**config.mk**
```make
export PLATFORM = sky130hd
export DESIGN_NAME = pci_irq_router
export DESIGN_NICKNAME = d
export VERILOG_FILES = /design/src/rtl/pci_irq_router.sv
export SDC_FILE = /design/constraint.sdc
export NUM_CORES = 1
export LEC_CHECK = 0
export ABC_AREA = 1
export BUFFER_PORTS_ARGS = -buffer_cell sky130_fd_sc_hd__buf_2
export CORE_MARGIN = 2
export CORE_UTILIZATION = 53
export CTS_CLUSTER_DIAMETER = 40
export CTS_CLUSTER_SIZE = 8
export DETAILED_ROUTE_END_ITERATION = 8
export GPL_TIMING_DRIVEN = 1
export PLACE_DENSITY = 0.8
export SLEW_MARGIN = 5
export SYNTH_ARGS = -nofsm -noshare
export SYNTH_HDL_FRONTEND = slang
export SYNTH_SLANG_ARGS = --single-unit
export TNS_END_PERCENT = 5
```
**constraint.sdc**
```tcl
create_clock -name clk -period 2.4 [get_ports clk]
set_clock_uncertainty 0.2 [all_clocks]
set_input_delay 0.48 -clock clk [delete_from_list [all_inputs] [get_ports clk]]
set_output_delay 0.48 -clock clk [all_outputs]
set_load 0.1 [all_outputs]
```
**src/rtl/pci_irq_router.sv**
```systemverilog
module pci_irq_router #(
  parameter logic [7:0] ROUTE_BASE = 8'h55,
  parameter logic [7:0] CLR_ADDR   = 8'h58
) (
  input  logic        clk,
  input  logic        rst_n,
  input  logic [3:0]  pci_pin,
  input  logic        cfg_we,
  input  logic [7:0]  cfg_addr,
  input  logic [7:0]  cfg_wdata,
  output logic [7:0]  cfg_rdata,
  output logic [15:0] isa_irq,
  output logic        route_err
);
  localparam int NREG = 3;
  localparam int NPIN = 4;

  logic [7:0] cfg_reg [NREG];
  logic [3:0] code [NPIN];
  logic       hit;
  logic       clr_req;

  assign code[0] = cfg_reg[0][7:4];
  assign code[1] = cfg_reg[1][3:0];
  assign code[2] = cfg_reg[1][7:4];
  assign code[3] = cfg_reg[2][7:4];

  function automatic logic reserved(input logic [3:0] c);
    return (c == 4'd2) || (c == 4'd8) || (c == 4'd13);
  endfunction

  for (genvar g = 0; g < NREG; g++) begin : g_reg
    always_ff @(posedge clk) begin
      if (!rst_n)
        cfg_reg[g] <= 8'h00;
      else if (cfg_we && cfg_addr == ROUTE_BASE + 8'(g))
        cfg_reg[g] <= cfg_wdata;
    end
  end

  always_comb begin
    isa_irq = '0;
    hit     = 1'b0;
    for (int p = 0; p < NPIN; p++) begin
      if (pci_pin[p] && code[p] != 4'd0) isa_irq[code[p]] = 1'b1;
      if (pci_pin[p] && reserved(code[p])) hit = 1'b1;
    end
  end

  assign clr_req = cfg_we && (cfg_addr == CLR_ADDR) && cfg_wdata[0];

  always_ff @(posedge clk) begin
    if (!rst_n)       route_err <= 1'b0;
    else if (hit)     route_err <= 1'b1;
    else if (clr_req) route_err <= 1'b0;
  end

  always_comb begin
    cfg_rdata = 8'h00;
    for (int r = 0; r < NREG; r++)
      if (cfg_addr == ROUTE_BASE + 8'(r)) cfg_rdata = cfg_reg[r];
  end
endmodule


```
==> metrics, run 1 <==
Setup Crit Path Kind=in2out; routed vias=2,018; pin count of the biggest net entering global routing=14; setup TNS=0 ns; htree depth=1; CP peak stage delay=0.38 ns; crit-path leading delay family=buffers and inverters; Synth Warn #=0; later-pin clock latency in the skew report=0.32 ns; Yosys top cell area share=38.4%; main combinational cell family by area after synthesis=simple AND/OR/NAND/NOR gates; required time of the critical path=1.72 ns; Synth Instances=257; FF+latch count, synth=25; Die X-Extent=63.5 um; final wirelength=5.80 mm; power share of the sequential group=47.9%; Port-buffer cells=46; leak pwr=1.20 nW; Int Pwr=0.679 mW; CTS tree=built; synth cell count leaders=56 x nor2_1, 53 x nand2_1, 39 x nand3_1; CP max-delay cell=nor3_4; Crit path top cell by count=buf_12; post-DR vias/cell=5.68; WP buf/inv=3; Max Fanout on Critical Path=12; count leader, synth=nor2_1; share of layout cells above drive strength 1=25.9%; antenna cell count=0; core box area=3360 um2; Post-synth EDFFs=24; Placer Congestion=1.00; Clock Tree Root=clkbuf_4; post-layout min period=2.39 ns; Residual DRC=0; CTS max path bufs=2; wire length per cell=16.3 um; Crit. End Element=output port; cts bufs inserted=3; Power Total=1.09 mW; number of global-route vias before repair=1,942; setup bufs post-CTS=0; Comb pwr share=35.2%; top_reg_cell synth=edfxtp_1; Initial Utilization=55.8%; first-pass GRT wire length=9.43 mm; Syn Nets=280; Async SR Flop Fraction=0%; RSZ-0062 raised after global routing=true; row count=21; post-layout net count=333; synth top area cells=edfxtp_1 38%, nor2_1 11%, nand2_1 11%; CP Launch Type=input port; switching power=0.412 mW; fin cells=355; I/O pin cnt=48; pwr/cell area=416 nW/um2; Detailed Routing Iterations Pass 1=5; initial antenna violation count=0; gr usage total=30.1%; run status=finished clean; Die H=63.5 um; GR Overflow Total=0; clk slew on worst S/H paths=0.12 ns; DIE AREA=4030 um2; DP Wirelength=4.72 mm; clock power share=16.9%; clock sink count=25; Setup-failing EPs final=0; sequential area share after synthesis=39.5%; worst-path cell chain=buf_2 -> nor3_4 -> buf_12 -> nand3_1 -> o211ai_1 -> buf_12; WP data arrival=1.71 ns; XOR/XNOR Fraction of Synth Area=0%; mux contribution to synthesized area=0%; Layout area overhead=39.8%; Max-cap violations=0; post-synth cell types=22; Synth Area in Compound Gates=10.5%; max-slew violation count=0; flip-flop count of the largest register after layout=24; Hold Vio Cnt, Final=0; Peak VDD IR=0.000493 V; dpl cells=351; synthesized area per cell=7.30 um2; final worst path period share=99.4%; Core Util, Final=77.9%; sw frac=37.8%; Adder-Cell Fraction of Synth Area=0%; DR iter-0 viols=218; fmax=419 MHz; Syn Std Cell Area=1880 um2; biggest area consumer among synthesized cells=edfxtp_1; simple-gate share of the synthesized area=40.3%; remaining antenna violation count=0; Hold Path Class=in2reg
[path summary, 6_finish.rpt]
| check | from | to | slack [ns] | cells after the start |
|---|---|---|---|---|
| max | cfg_addr[5] | cfg_rdata[2] | 0.01 | 6 |
| min reg2reg | route_err | route_err | 0.38 | 4 |
| min | rst_n | route_err | 0.28 | 3 |
| max reg2reg | cfg_reg[1][5] | route_err | 0.87 | 8 |
[cells in the final DEF (no fill, tap or decap)]
master | netlist | final
buf_4 | 2 | 5
inv_1 | 38 | 37
nand3_1 | 39 | 39
nor3_4 | 4 | 4
nand4_2 | 1 | 1
a21oi_1 | 1 | 1
inv_2 | 2 | 3
o21ai_0 | 2 | 2
nand2_2 | 2 | 2
nand4_4 | 2 | 2
edfxtp_1 | 24 | 24
clkbuf_1 | 1 | 1
a32oi_1 | 1 | 1
dfxtp_1 | 1 | 1
nor2_1 | 56 | 48
o211ai_1 | 9 | 9
buf_2 | 2 | 23
nand2_4 | 0 | 1
nor2_2 | 0 | 8
o2111ai_2 | 0 | 3
buf_12 | 0 | 24
nand4_1 | 3 | 3
o2111ai_1 | 6 | 3
conb_1 | 1 | 1
nand2_1 | 53 | 52
a22oi_1 | 7 | 7
buf_6 | 0 | 1
clkbuf_4 | 0 | 3
[final cells by class]
cell class | instances | area, um2
multi-input combinational | 187 | 1000
fill | 246 | 742
sequential | 25 | 741
timing repair buffer | 53 | 644
inverter | 40 | 150
tap | 46 | 57.6
clock buffer | 4 | 26.3
[power groups by stage]
stage | logic [mW] | registers (mW) | clock network (mW)
detailed placement | 0.375 | 0.531 | 0
floorplan | 0.223 | 0.539 | 0
global route | 0.402 | 0.526 | 0.195
global placement | 0.372 | 0.529 | 0
CTS | 0.376 | 0.521 | 0.181
finish | 0.384 | 0.522 | 0.184
[cell families (layout without fill, tap and decap cells)]
group                  count (synthesis)  count (layout)
other                                  1               1
DFF                                   25              25
and+or+nand+nor                      160             160
buffers and inverters                 45              97
AOI/OAI and AO/OA                     26              26
[metal layers]
| layer | global-route usage, % | up-vias | share of wire [%] |
|---|---|---|---|
| met5 | 0 | - | 0 |
| met3 | 3.75 | 14 | 7.0 |
| met4 | 8.97 | 0 | 2.1 |
| li1 | - | 965 | - |
| met1 | 34.8 | 932 | 37 |
| met2 | 57.1 | 107 | 54 |
[worst register-to-register path: stages (launching register included)]
cell,delay [ns]
edfxtp_1,0.50
inv_1,0.11
nor2_1,0.08
nand3_1,0.10
nand2_1,0.07
nor2_2,0.18
nand2_1,0.07
nor2_1,0.10
nor2_1,0.04
[stage by stage]
stage	worst slack (ns)	hold slack, ns	cell area [um2]
after floorplan	-0.816	0.392	1890
after global placement	0.0806	0.348	2550
after CTS	0.00399	0.283	2580
final	0.0147	0.280	2620
after global routing	-0.0592	0.288	2620
after detailed placement	0.0290	0.344	2550
[what timing repair did]
action                     CTS  global route
setup endpoints to repair    0            17
gates resized for setup      0            12
hold buffers                 0             0
(Power assumes the default switching activity.)
==> run 2: changes to the inputs <==
--- a/config.mk
+++ b/config.mk
@@ -8,12 +8,11 @@
 export ABC_AREA = 1
 export BUFFER_PORTS_ARGS = -buffer_cell sky130_fd_sc_hd__buf_2
 export CORE_MARGIN = 2
-export CORE_UTILIZATION = 53
+export CORE_UTILIZATION = 35
 export CTS_CLUSTER_DIAMETER = 40
 export CTS_CLUSTER_SIZE = 8
 export DETAILED_ROUTE_END_ITERATION = 8
 export GPL_TIMING_DRIVEN = 1
-export PLACE_DENSITY = 0.8
 export SLEW_MARGIN = 5
 export SYNTH_ARGS = -nofsm -noshare
 export SYNTH_HDL_FRONTEND = slang
==> constraint.sdc (replaced) <==
create_clock -name clk -period 2.4 [get_ports clk]
set_clock_uncertainty 0.2 [all_clocks]
set_input_delay 0.36 -clock clk [delete_from_list [all_inputs] [get_ports clk]]
set_output_delay 0.36 -clock clk [all_outputs]
set_load 0.1 [all_outputs]
==> run 2 against run 1 <==
  * Sequential power hardly changed
  * Hold slack worse by 0.083 ns
  * Critical path depth shrank 2
  * Largest cell class unchanged
==> metrics, run 2 (synthesized netlist as in run 1, its figures left out) <==
DIE AREA=5960 um2 (was 4030 um2); worst-path cell chain=nor2_1 -> nand3_1 -> o2111ai_1 -> buf_2 (was buf_2 -> nor3_4 -> buf_12 -> nand3_1 -> o211ai_1 -> buf_12); max-slew violation count=0 (unchanged); antenna cell count=0 (unchanged); CP peak stage delay=0.48 ns (was 0.38 ns); Die H=77.2 um (was 63.5 um); row count=26 (was 21); clock sink count=25 (unchanged); Port-buffer cells=46 (unchanged); Clock Tree Root=clkbuf_8 (was clkbuf_4); clk slew on worst S/H paths=0.09 ns (was 0.12 ns); Hold Vio Cnt, Final=0 (unchanged); post-layout min period=2.27 ns (was 2.39 ns); WP data arrival=1.71 ns (about the same); wire length per cell=14.5 um (was 16.3 um); Post-DP Area=2490 um2 (was 2550 um2); CTS max path bufs=2 (unchanged); Max-cap violations=0 (unchanged); leak pwr=1.18 nW (was 1.20 nW); Initial Utilization=36.5% (was 55.8%); Crit. End Element=output port (unchanged); number of global-route vias before repair=1,839 (was 1,942); Layout area overhead=36.3% (was 39.8%); commonest non-fill, non-tap cells in the layout=56 x nor2_1, 52 x nand2_1, 39 x nand3_1 (was 52 x nand2_1, 48 x nor2_1, 39 x nand3_1); final wirelength=5.52 mm (was 5.80 mm); DR iter-0 viols=251 (was 218); run status=finished clean (unchanged); routed vias=1,991 (was 2,018); initial antenna violation count=0 (unchanged); commonest non-fill, non-tap cell in the layout=nor2_1 (was nand2_1); RSZ-0062 raised after global routing=false (was true); Peak VDD IR=0.000296 V (was 0.000493 V); htree depth=1 (unchanged); CTS tree=built (unchanged); CP max-delay cell=edfxtp_1 (was nor3_4); pwr/cell area=443 nW/um2 (was 416 nW/um2); later-pin clock latency in the skew report=0.27 ns (was 0.32 ns); Placer Congestion=0.949 (was 1.00); Residual DRC=0 (unchanged); gr usage total=18.8% (was 30.1%); Fillers=530 (was 246); fmax=441 MHz (was 419 MHz); R2R Setup Slk=0.79 ns (was 0.87 ns); final worst path period share=94.5% (was 99.4%); Setup Crit Path Kind=reg2out (was in2out); flip-flop count of the largest register after layout=24 (unchanged); setup TNS=0 ns (unchanged); GR Overflow Total=0 (unchanged); post-DR vias/cell=5.23 (was 5.68); setup bufs post-CTS=0 (unchanged); first-pass GRT wire length=8.79 mm (was 9.43 mm); I/O pin cnt=48 (unchanged); CP Launch Type=flip-flop (was input port); Hold Path Class=in2reg (unchanged); pin count of the biggest net entering global routing=16 (was 14); share of layout cells above drive strength 1=23.2% (was 25.9%); Setup-failing EPs final=0 (unchanged); Die X-Extent=77.2 um (was 63.5 um); DP Wirelength=4.52 mm (was 4.72 mm); cts bufs inserted=3 (unchanged); Max Fanout on Critical Path=5 (was 12); post-layout net count=335 (was 333); post-route cell area=2560 um2 (was 2620 um2); core box area=5140 um2 (was 3360 um2); required time of the critical path=1.84 ns (was 1.72 ns); remaining antenna violation count=0 (unchanged); Detailed Routing Iterations Pass 1=6 (was 5)
[run 2: cell types whose count changed in the layout (fill, tap and decap cells not counted), sizes merged]
| cell | previous run | this run |
|---|---|---|
| buf | 53 | 50 |
| clkbuf | 4 | 8 |
| clkinvlp | 0 | 1 |
[run 2: critical path: cells and delay by family (launching register included)]
kind                   cells  cell delay [ns]
flip-flops                 1             0.48
buffers and inverters      1             0.46
AND/OR/NAND/NOR            2             0.41
AO/OA/AOI/OAI              1             0.09
[run 2: cell type report]
cell class	count	area (um2)	area share (%)
well taps	70	87.6	3.43
clock inverters	1	7.51	0.294
clock buffers	3	41.3	1.62
multi-input cells	187	963	37.7
inverters	40	150	5.87
flip-flops and latches	25	741	29.0
repair buffers	55	566	22.1
[run 2: layer usage]
metal  up-vias  track usage, %  wire (um)
li1        974               -          -
met1       888            24.4       2240
met2       110            30.7       2620
met3        19            2.71        441
met4         0            9.29        217
met5         -               0          0
[run 2: what timing repair did]
| action | 4_1_cts | 5_1_grt |
|---|---|---|
| endpoints found under the setup margin | 0 | 5 |
| resized for setup | 0 | 5 |
| hold buffers | 0 | 0 |
[run 2: final timing paths]
kind                 end  cells after the start     startpoint
max reg2reg    route_err                      9  cfg_reg[0][6]
min            route_err                      3          rst_n
min reg2reg    route_err                      4      route_err
max          isa_irq[12]                      4  cfg_reg[1][4]
[run 2: metrics by stage]
step | setup slack (ns) | std cells | total power, mW | hold WS (ns) | utilization (%)
final | 0.132 | 381 | 1.13 | 0.197 | 49.7
after floorplan | -0.576 | 257 | 0.763 | 0.272 | -
after detailed placement | 0.337 | 377 | 0.883 | 0.348 | 48.5
after global placement | 0.330 | 377 | 0.883 | 0.344 | 48.5
after global routing | 0.0340 | 381 | 1.18 | 0.196 | 49.7
after CTS | 0.0670 | 381 | 1.13 | 0.191 | 49.5
[run 2: power breakdown]
group | switching, mW | internal [mW]
Clock | 0.137 | 0.118
Sequential | 0.0213 | 0.500
Combinational | 0.261 | 0.0948
Total | 0.419 | 0.713
==> run 3: changes to the inputs <==
--- a/config.mk
+++ b/config.mk
@@ -13,6 +13,7 @@
 export CTS_CLUSTER_SIZE = 8
 export DETAILED_ROUTE_END_ITERATION = 8
 export GPL_TIMING_DRIVEN = 1
+export REMOVE_ABC_BUFFERS = 1
 export SLEW_MARGIN = 5
 export SYNTH_ARGS = -nofsm -noshare
 export SYNTH_HDL_FRONTEND = slang
==> run 3 against run 2 <==
  * Register-to-register slack improved by 0.03 ns
  * Final cell count down 0.26%
  * Hold slack got worse by 0.0016 ns
  * Die area stayed put
  * Flip-flop and latch count stayed put
  * Global-route usage rose by 1.1 points
  * Power down 1.5%
  * Utilization shrank 1.5 points
  * First-iteration DRC count fell by 37%
  * Final area decreased by 3.0%
  * Critical endpoint is now isa_irq[3]
  * Largest cell class unchanged
==> metrics, run 3 (synthesized netlist as in run 1, its figures left out) <==
DP Wirelength=4.44 mm (was 4.52 mm); required time of the critical path=1.84 ns (about the same); post-route cell area=2480 um2 (was 2560 um2); Die X-Extent=77.2 um (unchanged); Detailed Routing Iterations Pass 1=4 (was 6); leak pwr=1.16 nW (was 1.18 nW); CP Launch Type=flip-flop (unchanged); remaining antenna violation count=0 (unchanged); CTS tree=built (unchanged); Initial Utilization=36.5% (unchanged); R2R Path Start=cfg_reg[0][6] (unchanged); Post-CTS Hold Buffers=0 (unchanged); Resize count post-CTS=0 (unchanged); final worst path period share=95.9% (was 94.5%); Post-DP Area=2400 um2 (was 2490 um2); Placer Congestion=0.967 (was 0.949); Crit. End Element=output port (unchanged); flip-flop count of the largest register after layout=24 (unchanged); row count=26 (unchanged); clk slew on worst S/H paths=0.09 ns (about the same); Register Area=741 um2 (unchanged); DR iter-0 viols=158 (was 251); Residual DRC=0 (unchanged); Port-buffer cells=46 (unchanged); Setup Crit Path Kind=reg2out (unchanged); Max Fanout on Critical Path=5 (unchanged); setup bufs post-CTS=0 (unchanged); M2 GR Usage=33.2% (was 30.7%); post-layout min period=2.30 ns (was 2.27 ns); number of global-route vias before repair=1,853 (was 1,839); M1 GR Usage=25.6% (was 24.4%); grt met3 use=2.82% (was 2.71%); Max-cap violations=0 (unchanged); run status=finished clean (unchanged); max-slew violation count=0 (unchanged); pwr/cell area=450 nW/um2 (was 443 nW/um2); R2R Setup Slk=0.82 ns (was 0.79 ns); Worst R2R End=route_err (unchanged); wire length per cell=14.4 um (was 14.5 um); Fillers=548 (was 530); core box area=5140 um2 (unchanged); Most Used Layer, Global Route=met2 (unchanged); DIE AREA=5960 um2 (unchanged); r2r worst-path depth=9 (unchanged); fin cells=380 (was 381); clock sink count=25 (unchanged); share of layout cells above drive strength 1=22.3% (was 23.2%); initial antenna violation count=0 (unchanged); antenna cell count=0 (unchanged); Hold Path Class=in2reg (unchanged); final wirelength=5.48 mm (was 5.52 mm); commonest non-fill, non-tap cells in the layout=56 x nor2_1, 53 x nand2_1, 39 x nand3_1 (was 56 x nor2_1, 52 x nand2_1, 39 x nand3_1); routed vias=1,951 (was 1,991); Peak VDD IR=0.000328 V (was 0.000296 V); Multi-input gate area=956 um2 (was 963 um2); CTS max path bufs=2 (unchanged); Hold Path Origin=rst_n (unchanged); post-layout net count=334 (was 335); RSZ-0062 raised after global routing=false (unchanged); fmax=434 MHz (was 441 MHz); Hold Vio Cnt, Final=0 (unchanged); later-pin clock latency in the skew report=0.28 ns (was 0.27 ns); GR Overflow Total=0 (unchanged); Die H=77.2 um (unchanged); Core Util, Final=48.2% (was 49.7%); dpl cells=376 (was 377); Layout area overhead=32.2% (was 36.3%); Clock Tree Root=clkbuf_8 (unchanged); WP data arrival=1.74 ns (was 1.71 ns); cts bufs inserted=3 (unchanged); htree depth=1 (unchanged); Power Total=1.11 mW (was 1.13 mW); pin count of the biggest net entering global routing=15 (was 16); first-pass GRT wire length=9.38 mm (was 8.79 mm); I/O pin cnt=48 (unchanged); Setup-failing EPs final=0 (unchanged); commonest non-fill, non-tap cell in the layout=nor2_1 (unchanged); WHS Endpoint=route_err (unchanged); hold depth=3 (unchanged); gr usage total=19.9% (was 18.8%); post-DR vias/cell=5.13 (was 5.23)
==> run 3: routing by layer <==
layer	vias up	share of wire (%)
li1	971	-
met1	888	42
met2	83	49
met3	9	7.1
met4	0	2.1
met5	-	0
==> run 3: worst max path at each step <==
stage                  start            to  slack, ns  cells past startpoint
4_1_cts        cfg_reg[0][6]   isa_irq[10]      0.006                      6
5_1_grt        cfg_reg[0][6]    isa_irq[9]     0.0007                      6
6_report       cfg_reg[1][7]    isa_irq[3]        0.1                      4
3_3_place_gp     cfg_addr[3]  cfg_rdata[4]       0.32                      7
3_5_place_dp     cfg_addr[5]  cfg_rdata[3]       0.29                      6
2_1_floorplan    cfg_addr[6]  cfg_rdata[0]      -0.83                      4
==> run 3: power by group <==
part           switching, mW  internal [mW]
clock network          0.139          0.117
registers             0.0207          0.500
logic                  0.257         0.0805
==> run 3: final cells by class <==
type	instances	area share, %
Clock buffer	3	1.67
Clock inverter	1	0.202
Inverter	40	6.06
Multi-Input combinational cell	187	38.6
Sequential cell	25	29.9
Tap cell	70	3.53
Timing Repair Buffer	54	20.1
==> run 3: critical path, cell delays in order, from the launching register on <==
cell and delay (ns):
edfxtp_1 0.48, nor2_1 0.25, nand2_1 0.11, o2111ai_1 0.24, clkbuf_4 0.38
==> run 3: per-stage QoR <==
stage | worst slack, ns | setup TNS, ns | hold slack (ns)
4_1_cts | 0.00570 | 0 | 0.189
2_1_floorplan | -0.834 | -9.30 | 0.272
3_5_place_dp | 0.288 | 0 | 0.353
3_3_place_gp | 0.323 | 0 | 0.340
6_report | 0.0973 | 0 | 0.195
5_1_grt | 0.000678 | 0 | 0.194
